## src/rtl/qsched_pkg.sv

```systemverilog
package qsched_pkg;
  // Status word field positions; enables sit ST_WE_OFS above the field bit.
  localparam int unsigned ST_ACT     = 0;
  localparam int unsigned ST_CH_LSB  = 1;
  localparam int unsigned ST_WSL     = 5;
  localparam int unsigned ST_ACK     = 8;
  localparam int unsigned ST_WE_OFS  = 10;
  // Empty-register enable offset
  localparam int unsigned EMP_WE_OFS = 16;

  typedef enum logic [1:0] {
    RG_STAT = 2'd0,
    RG_WPTR = 2'd1,
    RG_RPTR = 2'd2,
    RG_MISC = 2'd3
  } region_e;

  localparam int unsigned MISC_EMPTY = 0;
  localparam int unsigned MISC_CHEN  = 1;
  localparam int unsigned MISC_IRQM  = 2;
endpackage

```

## src/rtl/qsched_regs.sv

```systemverilog
module qsched_regs
  import qsched_pkg::*;
#(
  parameter int unsigned NQ  = 16,
  parameter int unsigned NCH = 8,
  parameter int unsigned IW  = 8
) (
  input  logic                         clk,
  input  logic                         rst,
  input  logic                         cfg_we,
  input  logic [$clog2(NQ)+1:0]        cfg_addr,
  input  logic [31:0]                  cfg_data,
  input  logic                         adv_en,
  input  logic [$clog2(NQ)-1:0]        adv_q,
  output logic [NQ-1:0]                q_act,
  output logic [NQ-1:0]                q_wsl,
  output logic [NQ-1:0]                q_ack,
  output logic [NQ-1:0]                q_empty,
  output logic [NQ-1:0][$clog2(NCH)-1:0] q_ch,
  output logic [NQ-1:0][IW-1:0]        q_rd,
  output logic [NCH-1:0]               chen,
  output logic [NQ-1:0]                irqm
);
  localparam int unsigned QW = $clog2(NQ);
  localparam int unsigned CW = $clog2(NCH);

  region_e          reg_sel;
  logic [QW-1:0]    reg_idx;
  logic             misc_we;

  assign reg_sel = region_e'(cfg_addr[QW+1:QW]);
  assign reg_idx = cfg_addr[QW-1:0];
  assign misc_we = cfg_we && (reg_sel == RG_MISC);

  for (genvar gi = 0; gi < NQ; gi++) begin : g_q
    logic          a_r, w_r, k_r, e_r;
    logic [CW-1:0] c_r;
    logic [IW-1:0] rp_r, wp_r, rp_nx;
    logic          hit;

    assign hit   = cfg_we && (reg_idx == QW'(gi));
    assign rp_nx = rp_r + 1'b1;

    always_ff @(posedge clk) begin
      if (rst) begin
        a_r  <= 1'b0;
        w_r  <= 1'b0;
        k_r  <= 1'b0;
        e_r  <= 1'b1;
        c_r  <= '0;
        rp_r <= '0;
        wp_r <= '0;
      end else begin
        if (hit && reg_sel == RG_STAT) begin
          if (cfg_data[ST_WE_OFS+ST_ACT]) a_r <= cfg_data[ST_ACT];
          if (cfg_data[ST_WE_OFS+ST_WSL]) w_r <= cfg_data[ST_WSL];
          if (cfg_data[ST_WE_OFS+ST_ACK]) k_r <= cfg_data[ST_ACK];
          for (int b = 0; b < CW; b++) begin
            if (cfg_data[ST_WE_OFS+ST_CH_LSB+b]) c_r[b] <= cfg_data[ST_CH_LSB+b];
          end
        end
        if (hit && reg_sel == RG_WPTR) begin
          wp_r <= cfg_data[IW-1:0];
          e_r  <= (cfg_data[IW-1:0] == rp_r);
        end else if (hit && reg_sel == RG_RPTR) begin
          rp_r <= cfg_data[IW-1:0];
          e_r  <= (cfg_data[IW-1:0] == wp_r);
        end else if (adv_en && adv_q == QW'(gi)) begin
          rp_r <= rp_nx;
          e_r  <= (rp_nx == wp_r);
        end
        if (misc_we && reg_idx == QW'(MISC_EMPTY) && cfg_data[EMP_WE_OFS+gi])
          e_r <= cfg_data[gi];
      end
    end

    assign q_act[gi]   = a_r;
    assign q_wsl[gi]   = w_r;
    assign q_ack[gi]   = k_r;
    assign q_empty[gi] = e_r;
    assign q_ch[gi]    = c_r;
    assign q_rd[gi]    = rp_r;
  end

  always_ff @(posedge clk) begin
    if (rst) begin
      chen <= '0;
      irqm <= '0;
    end else if (misc_we) begin
      if (reg_idx == QW'(MISC_CHEN)) chen <= cfg_data[NCH-1:0];
      if (reg_idx == QW'(MISC_IRQM)) irqm <= cfg_data[NQ-1:0];
    end
  end
endmodule

```

## src/rtl/qsched_pick.sv

```systemverilog
module qsched_pick #(
  parameter int unsigned NQ  = 16,
  parameter int unsigned NCH = 8
) (
  input  logic                           clk,
  input  logic                           rst,
  input  logic                           take,
  input  logic [NQ-1:0]                  q_act,
  input  logic [NQ-1:0]                  q_wsl,
  input  logic [NQ-1:0]                  q_ack,
  input  logic [NQ-1:0]                  q_empty,
  input  logic [NQ-1:0][$clog2(NCH)-1:0] q_ch,
  input  logic [NCH-1:0]                 chen,
  output logic                           hit,
  output logic [$clog2(NQ)-1:0]          sel_q,
  output logic [$clog2(NCH)-1:0]         sel_ch
);
  localparam int unsigned QW = $clog2(NQ);
  localparam int unsigned CW = $clog2(NCH);

  logic [NQ-1:0]          elig;
  logic [NCH-1:0]         ch_has;
  logic [NCH-1:0][QW-1:0] rr_last;
  logic [QW-1:0]          last, cand;

  always_comb begin
    for (int q = 0; q < NQ; q++)
      elig[q] = q_act[q] && !q_empty[q] && chen[q_ch[q]] && (!q_ack[q] || q_wsl[q]);
    ch_has = '0;
    for (int q = 0; q < NQ; q++)
      if (elig[q]) ch_has[q_ch[q]] = 1'b1;
  end

  // Highest-numbered channel with work wins
  always_comb begin
    sel_ch = '0;
    for (int c = 0; c < NCH; c++)
      if (ch_has[c]) sel_ch = CW'(c);
  end

  // Round-robin inside the winning channel, starting after the last grant
  always_comb begin
    last  = rr_last[sel_ch];
    sel_q = '0;
    cand  = '0;
    for (int k = NQ; k >= 1; k--) begin
      cand = last + QW'(k);
      if (elig[cand] && q_ch[cand] == sel_ch) sel_q = cand;
    end
  end

  assign hit = |ch_has;

  always_ff @(posedge clk) begin
    if (rst) begin
      for (int c = 0; c < NCH; c++) rr_last[c] <= QW'(NQ - 1);
    end else if (take && hit) begin
      rr_last[sel_ch] <= sel_q;
    end
  end
endmodule

```

## src/rtl/qsched_top.sv

```systemverilog
module qsched_top #(
  parameter int unsigned NQ  = 16,
  parameter int unsigned NCH = 8,
  parameter int unsigned IW  = 8
) (
  input  logic                    clk,
  input  logic                    rst,
  input  logic                    cfg_we,
  input  logic [$clog2(NQ)+1:0]   cfg_addr,
  input  logic [31:0]             cfg_data,
  input  logic                    take,
  output logic                    gnt_vld,
  output logic [$clog2(NQ)-1:0]   gnt_queue,
  output logic [$clog2(NCH)-1:0]  gnt_chan,
  output logic [IW-1:0]           gnt_idx,
  output logic [NQ-1:0]           rd_adv,
  output logic [NQ-1:0]           irq
);
  localparam int unsigned QW = $clog2(NQ);
  localparam int unsigned CW = $clog2(NCH);

  logic [NQ-1:0]          q_act, q_wsl, q_ack, q_empty, irqm;
  logic [NQ-1:0][CW-1:0]  q_ch;
  logic [NQ-1:0][IW-1:0]  q_rd;
  logic [NCH-1:0]         chen_w;
  logic                   hit, adv_en;
  logic [QW-1:0]          sel_q;
  logic [CW-1:0]          sel_ch;
  logic [NQ-1:0]          adv_vec;

  assign adv_en  = take && hit;
  assign adv_vec = adv_en ? (NQ'(1) << sel_q) : '0;

  qsched_regs #(.NQ(NQ), .NCH(NCH), .IW(IW)) u_regs (
    .clk(clk), .rst(rst), .cfg_we(cfg_we), .cfg_addr(cfg_addr), .cfg_data(cfg_data),
    .adv_en(adv_en), .adv_q(sel_q),
    .q_act(q_act), .q_wsl(q_wsl), .q_ack(q_ack), .q_empty(q_empty), .q_ch(q_ch),
    .q_rd(q_rd), .chen(chen_w), .irqm(irqm)
  );

  qsched_pick #(.NQ(NQ), .NCH(NCH)) u_pick (
    .clk(clk), .rst(rst), .take(take),
    .q_act(q_act), .q_wsl(q_wsl), .q_ack(q_ack), .q_empty(q_empty), .q_ch(q_ch),
    .chen(chen_w), .hit(hit), .sel_q(sel_q), .sel_ch(sel_ch)
  );

  always_ff @(posedge clk) begin
    if (rst) begin
      gnt_vld   <= 1'b0;
      gnt_queue <= '0;
      gnt_chan  <= '0;
      gnt_idx   <= '0;
      rd_adv    <= '0;
      irq       <= '0;
    end else begin
      gnt_vld <= adv_en;
      rd_adv  <= adv_vec;
      irq     <= adv_vec & irqm;
      if (adv_en) begin
        gnt_queue <= sel_q;
        gnt_chan  <= sel_ch;
        gnt_idx   <= q_rd[sel_q];
      end
    end
  end
endmodule

```

## config.mk

```make
export PLATFORM = sky130hd
export DESIGN_NAME = qsched_top
export DESIGN_NICKNAME = d
export VERILOG_FILES = /design/src/rtl/qsched_pkg.sv /design/src/rtl/qsched_regs.sv /design/src/rtl/qsched_pick.sv /design/src/rtl/qsched_top.sv
export SDC_FILE = /design/constraint.sdc
export NUM_CORES = 2
export LEC_CHECK = 0
export ABC_CLOCK_PERIOD_IN_PS = 11000
export BUFFER_PORTS_ARGS = -buffer_cell sky130_fd_sc_hd__buf_4
export CORE_UTILIZATION = 60
export DETAILED_ROUTE_END_ITERATION = 10
export PLACE_DENSITY = 0.86
export SYNTH_ARGS = -nofsm -noshare
export SYNTH_HDL_FRONTEND = slang
export SYNTH_SLANG_ARGS = --single-unit
```

## constraint.sdc

```tcl
create_clock -name clk -period 11 [get_ports clk]
set_input_delay 0.55 -clock clk [delete_from_list [all_inputs] [get_ports clk]]
set_output_delay 0.55 -clock clk [all_outputs]
set_load 0.02 [all_outputs]
```

==> Word-level counts from Yosys, hierarchy flattened <==
Index checks and enable logic that the tools add are counted.
Widths: inputs -> output; s select.
{ "word_totals": {"reg_bits": 472, "latch_bits": 0, "mem_bits_rw": 0, "mem_bits_ro": 0, "elab_cells": 1021, "n_memories": 0} }
{ "classes": {"add_sub_neg": 31, "multipliers": 0, "div_mod_pow": 0, "magnitude_cmp": 51, "eq_ne": 97, "n_shift": 1, "muxes": 271, "n_bitwise": 32, "n_reduce_logical": 378} }
{ "ops": {"columns": ["cell", "n"], "rows": [
  ["$mux 8", 49],
  ["$eq 8x8->1", 48],
  ["$reduce_and 2->1", 114],
  ["$bmux 3 s4", 16],
  ["$logic_and 1x1->1", 180],
  ["$add 8x1->8 const B", 16],
  ["$or 8x8->8", 15],
  ["$mux 1", 113],
  ["$lt 4x5->1 const B", 17],
  ["$mux 4", 18],
  ["$lt 3x4->1 const B", 17],
  ["$bmux 1 s4", 16],
  ["$eq 4x4->1 const B", 16],
  ["$reduce_bool 4->1", 16],
  ["$mux 3", 20],
  ["$ge 3x1->1 const B", 17],
  ["$bmux 1 s3", 16],
  ["$demux 1 s3", 16],
  ["$eq 3x3->1", 16],
  ["$add 4x4->4 const B", 8],
  ["$bmux 8 s4", 1],
  ["$bwmux 32", 1],
  ["$eq 4x3->1 const B", 8],
  ["$logic_not 1->1", 32],
  ["19 further kinds", 75]
]} }

==> Depth between registers and ports, before layout <==
{ "logic_depth": {"ltp_word": 70, "ltp_mapped": 44, "mapped_depth_nobuf": 29} }

==> Cells and area by module <==
Synthesis repeated with hierarchy kept, for this count alone.
{ "unflattened": {"hier_cells": 5129, "hier_area_um2": 38313.0} }
{ "modules_own_cells": {"columns": ["mod", "instances", "cells_each", "area_each_um2", "seq_area_each_um2"], "rows": [
  ["qsched_regs", 1, 3366, 24148.2, 7847.5],
  ["qsched_pick", 1, 1541, 11598.6, 640.6],
  ["qsched_top", 1, 222, 2566.2, 960.9]
]} }

==> Least setup slack after synthesis <==
No wires, ideal clock.
{ "synth_timing": {"kind": "register to register", "from": "reg u_regs.g_q[9].c_r[0]", "to": "reg u_regs.g_q[11].e_r", "arrival_time_ns": 9.238, "setup_slack_ns": 1.639, "stages_incl_launch_ff": 39, "path_buffers": 12, "period_less_slack_ns": 9.361, "path_cell_list": "dfxtp_1 -> buf_1 -> mux2_1 -> o2bb2ai_1 -> o21a_1 -> and3_1 -> a2111oi_1 -> and2_1 -> buf_2 -> o21ai_2 -> a21oi_2 -> mux2i_2 -> nand3_1 -> buf_6 -> buf_6 -> buf_6 -> buf_6 -> buf_4 -> [3 not listed] -> clkbuf_1 -> clkbuf_1 -> clkbuf_1 -> mux2i_1 -> mux2i_1 -> mux2i_1 -> xnor2_1 -> nand3_1 -> a211oi_2 -> nand3_1 -> o32ai_1 -> or3b_1 -> o21ai_4 -> o211ai_4 -> o41ai_4 -> mux2i_1 -> a221oi_1 -> a311o_1"} }
{ "synth_via": {"elab_chain_cells": 50} }
{ "synth_rtl": {"columns": ["item", "line_no", "text"], "rows": [
  ["from (decl)", "qsched_regs.sv:37", "logic [CW-1:0] c_r;"],
  ["from (signal, indexed assignment)", "qsched_regs.sv:59", "if (cfg_data[ST_WE_OFS+ST_CH_LSB+b]) c_r[b] <= cfg_data[ST_CH_LSB+b];"],
  ["$lt 3x4->1 (not written as such) or $ge 3x1->1 (tied branches)", "qsched_pick.sv:31", "if (elig[q]) ch_has[q_ch[q]] = 1'b1;"],
  ["$logic_and 1x1->1 (not written as such)", "qsched_pick.sv:31", null],
  ["$mux 1 (not written as such)", "qsched_pick.sv:31", null],
  ["$demux 1 s3", null, null],
  ["$or 8x8->8 (no source line)", null, null],
  ["$mux 8", "qsched_pick.sv:31", null],
  ["$or 8x8->8 (no source line)", null, null],
  ["$mux 8", "qsched_pick.sv:31", null],
  ["[20 not listed]", null, null],
  ["$bmux 3 s4 or $mux 3 (tied branches)", "qsched_pick.sv:48", "if (elig[cand] && q_ch[cand] == sel_ch) sel_q = cand;"],
  ["$mux 3 (not written as such) or $eq 3x3->1 (tied branches)", "qsched_pick.sv:48", null],
  ["$eq 3x3->1 or $logic_and 1x1->1 (tied branches)", "qsched_pick.sv:48", null],
  ["$logic_and 1x1->1 or $mux 4 (tied branches)", "qsched_pick.sv:48", null],
  ["$mux 4 (15 in series)", "qsched_pick.sv:48", null],
  ["$eq 4x4->1", "qsched_regs.sv:68", "end else if (adv_en && adv_q == QW'(gi)) begin"],
  ["$logic_and 1x1->1 *", "qsched_regs.sv:68", null],
  ["$reduce_bool 4->1 (no source line) *", null, null],
  ["to (signal assigned)", "qsched_regs.sv:67", "e_r <= (cfg_data[IW-1:0] == wp_r);"],
  ["to (signal assigned)", "qsched_regs.sv:70", "e_r <= (rp_nx == wp_r);"],
  ["to (signal assigned)", "qsched_regs.sv:73", "e_r <= cfg_data[gi];"],
  ["to (decl)", "qsched_regs.sv:36", "logic a_r, w_r, k_r, e_r;"]
]} }
Every way passes the cells marked *; elsewhere a longest branch is shown, timed or not. The select of a mux whose other input is x is not followed.
A chain may end at the register's enable or synchronous reset.

==> Final worst setup path <==
{ "layout_timing": {"from": "reg u_regs.g_q[14].c_r[0]", "to": "reg gnt_idx[3]"} }
{ "layout_via": {"elab_chain_cells": 39} }
{ "layout_rtl": {"columns": ["item", "line_no", "text"], "rows": [
  ["from (decl)", "qsched_regs.sv:37", null],
  ["from (signal, indexed assignment)", "qsched_regs.sv:59", null],
  ["$lt 3x4->1 (not written as such) or $ge 3x1->1 (tied branches)", "qsched_pick.sv:31", null],
  ["$logic_and 1x1->1 (not written as such)", "qsched_pick.sv:31", null],
  ["$mux 1 (not written as such)", "qsched_pick.sv:31", null],
  ["$demux 1 s3", null, null],
  ["$or 8x8->8 (no source line)", null, null],
  ["$mux 8", "qsched_pick.sv:31", null],
  ["$or 8x8->8 (no source line)", null, null],
  ["$mux 8", "qsched_pick.sv:31", null],
  ["[9 not listed]", null, null],
  ["$add 4x4->4 or $bmux 3 s4 (tied branches)", "qsched_pick.sv:47, qsched_pick.sv:48", null],
  ["$bmux 3 s4 or $mux 3 (tied branches)", "qsched_pick.sv:48", null],
  ["$mux 3 (not written as such) or $eq 3x3->1 (tied branches)", "qsched_pick.sv:48", null],
  ["$eq 3x3->1 or $logic_and 1x1->1 (tied branches)", "qsched_pick.sv:48", null],
  ["$logic_and 1x1->1 or $mux 4 (tied branches)", "qsched_pick.sv:48", null],
  ["$mux 4 (15 in series)", "qsched_pick.sv:48", null],
  ["$bmux 8 s4", "qsched_top.sv:62", "gnt_idx <= q_rd[sel_q];"],
  ["$mux 8 (not written as such)", "qsched_top.sv:62", null],
  ["to (signal assigned)", "qsched_top.sv:62", null],
  ["to (decl)", "qsched_top.sv:15", "output logic [IW-1:0] gnt_idx,"]
]} }
Parallel ways exist; a longest one is shown, timed or not. The select of a mux whose other input is x is not followed.

==> results.py <==
metrics = {
    "run_status": {
        "status": "complete, no violations",
    },
    "route": {
        "dr.first_iter.drc_count": 5897,
        "drc": 0,
        "vias_per_cell": 7.14,
        "ant_nets": 0,
        "routedWlPerCell_um": 26.5,
        "first_pass_iters": 9,
        "routed_wl_um": 148000,
        "vias": 39700,
    },
    "global_route": {
        "antenna_found_initial": 6,
        "grt_max_degree": 191,
        "gr-usage-all-layers": 0.466,
        "grt_pass1_wl_um": 220000,
        "grt_pass1_vias": 36400,
        "grt_overflow_total": 0,
    },
    "clock_network": {
        "root_buffer": "clkbuf_16",
        "cts_tree": "done",
        "cts_buffer_depth": 3,
        "clock_sinks": 472,
        "postCtsHoldBufs": 0,
        "cts_max_level": 2,
        "numCtsBuffers": 49,
        "clkLatencyLatePin_ps": 620,
        "clkTransAtPathRegs_ps": 80,
        "post-cts-setup-buffers": 0,
        "cts-resized-gates": 0,
    },
    "die": {
        "fp.dieH_um": 248,
        "fp.dieW_um": 248,
        "start_util": 0.612,
        "num_io_pins": 90,
        "coreArea_um2": 59500,
        "die-area_um2": 61600,
        "row_count": 89,
    },
    "synthesis": {
        "ys_warn_count": 0,
        "synth_edf_count": 0,
        "synth_fp_nets": 4989,
        "syn_avg_cell_area_um2": 7.39,
        "synthArstFlopShare": 0,
        "synth.most_common_cell": "nand2_1",
        "synth_seq_cells": 472,
        "yosysTopAreaCell": "dfxtp_1",
        "syn_area_um2": 36400,
        "synth.top_cell.area_share": 0.260,
        "synthTopCellsByCount": "909 x nand2_1, 472 x dfxtp_1, 383 x a21oi_1",
        "ys_seq_area_frac": 0.260,
        "synth_cell_types": 119,
        "synth_area_leaders": "dfxtp_1 26%, nand2_1 9.4%, mux2i_1 6.6%",
        "syn_inst": 4924,
        "synth-main-ff-cell": "dfxtp_1",
    },
    "flow_run": {
        "max-cap-violations": 0,
    },
    "critical_path": {
        "cpPeakStageDelay_ps": 820,
        "cp_max_fo": 31,
        "cp-start-kind": "flop",
        "cp-end-kind": "flop",
        "cp_top_family": "compound AO/OA/AOI/OAI gates",
        "critPathSlowestCell": "nor2_4",
        "critical_path_class": "reg2reg",
        "worstPathArrival_ps": 11400,
        "required_ps": 11440,
        "path_buf_inv": 3,
    },
    "layout": {
        "fill_cells": 5085,
        "final_layout_size_suffix_gt1_frac": 0.0999,
        "seq_area_um2": 9450,
        "multi_input_area_um2": 24900,
        "final_nets": 4811,
        "area_growth_pct": 7.35,
        "finalInstanceArea_um2": 39000,
    },
    "timing": {
        "relSlewSlack": 0.108,
        "setup_violations": 0,
        "hold_violations": 0,
        "clock.fmax_mhz": 91.2,
        "period_minus_slack_ps": 10960,
        "skew_ps": 45.5,
        "finalSetupTns_ps": 0,
        "setup_slack_ps": 35.9,
        "period_share": 0.997,
        "slew_violations": 0,
        "worstMarginPinSlew_ps": 1330,
    },
    "place": {
        "hpwl_um": 101000,
        "port_buffers": 89,
        "place_area_um2": 37300,
        "dpl_worst_slack_ps": 577,
        "gp_congestion": 1.19,
    },
    "pwr": {
        "leakagePower_nw": 13.4,
        "irDropWorstVdd_v": 0.000144,
        "powerDensity_nw_per_um2": 96.2,
    },
    "worst_hold_path": {
        "hp-class": "in2reg",
    },
}
-- cell type report --
class | count | share of cell area
Clock buffer | 68 | 0.0377
Timing Repair Buffer | 226 | 0.0449
Inverter | 50 | 0.00481
Clock inverter | 20 | 0.00737
Tap cell | 773 | 0.0248
Antenna cell | 5 | 0.000320
Sequential cell | 472 | 0.242
Multi-Input combinational cell | 3947 | 0.638
-- metrics by stage --
stage / power (W) / cells / utilization / hold slack (ps)
6_report: 0.00375 / 5561 / 0.657 / 200
5_1_grt: 0.00382 / 5556 / 0.656 / 208
4_1_cts: 0.00374 / 5556 / 0.656 / 189
3_5_place_dp: 0.00195 / 5468 / 0.627 / 442
3_3_place_gp: 0.00195 / 5468 / 0.627 / 436
2_1_floorplan: 0.00188 / 4924 / - / 430
-- layout by cell type, fill, tap and decap left out, types with 23 or more instances in the layout --
cell type  Yosys  final
inv_1         44     43
dfxtp_1      472    472
xnor2_1      214    214
nor2_1       297    295
mux2_2        29     29
nand4_1      143    143
nand3_1      303    301
or3_1         33     33
nor3_1        59     57
mux2i_1      238    237
nand2b_1      51     51
a31oi_1       24     24
and2_1        62     61
a211oi_1      29     29
mux4_2        37     37
a21oi_1      383    383
xor2_1       179    179
o21ai_0      165    165
o31ai_1       77     76
o211ai_1      84     84
nand2_1      909    908
buf_4          8    221
o21ai_1       32     31
and3_1        58     58
clkbuf_16      0     51
ha_1          23     23
nor4_1        52     52
-- worst paths after layout --
kind	from	to	slack, ps	depth (start not counted)
setup / recovery	u_regs.g_q[14].c_r[0]$_SDFFE_PP0P_	gnt_idx[3]$_SDFFE_PP0P_	40	29
hold / removal	cfg_data[26]	u_regs.g_q[10].e_r$_SDFFE_PP1P_	200	2
setup reg to reg	u_regs.g_q[14].c_r[0]$_SDFFE_PP0P_	gnt_idx[3]$_SDFFE_PP0P_	40	29
hold reg to reg	u_regs.irqm[5]$_SDFFE_PP0P_	u_regs.irqm[5]$_SDFFE_PP0P_	450	2
-- state kept, by name, summed over array words and instances, names as in the netlist --
name	flops
u_regs.g_q.a_r	16
rd_adv	16
gnt_idx	8
irq	16
gnt_queue	4
u_regs.g_q.k_r	16
u_regs.g_q.rp_r	128
u_regs.g_q.w_r	16
u_pick.rr_last	32
gnt_chan	3
u_regs.g_q.c_r	48
u_regs.g_q.wp_r	128
u_regs.irqm	16
gnt_vld	1
u_regs.g_q.e_r	16
u_regs.chen	8
-- report_power, final --
group | leakage, nW | internal, W | switching (W)
registers | 3.80 | 0.00171 | 0.00000882
clock network | 0.870 | 0.00109 | 0.000737
logic | 8.69 | 0.0000487 | 0.000151
total | 13.4 | 0.00286 | 0.000897
-- kinds of logic (layout without fill, tap and decap cells) --
| group | count (synthesis) | after routing | synth area share |
|---|---|---|---|
| buf+inv | 505 | 364 | 0.0577 |
| fa+ha+maj | 23 | 23 | 0.00791 |
| compound gates | 1111 | 1111 | 0.204 |
| mux | 322 | 322 | 0.103 |
| other cells | 0 | 5 | 0 |
| simple gates | 2098 | 2098 | 0.273 |
| xor+xnor | 393 | 393 | 0.0946 |
| flops | 472 | 472 | 0.260 |
-- per-layer routing --
layer  up-vias  share of wire  global-route usage
met5         -        0.00035             0.00874
met4         8           0.10               0.391
met3       934           0.14               0.150
met2      3165           0.41               0.677
met1     18300           0.35               0.558
li1      17200              -                   -
(Power assumes the default switching activity.)
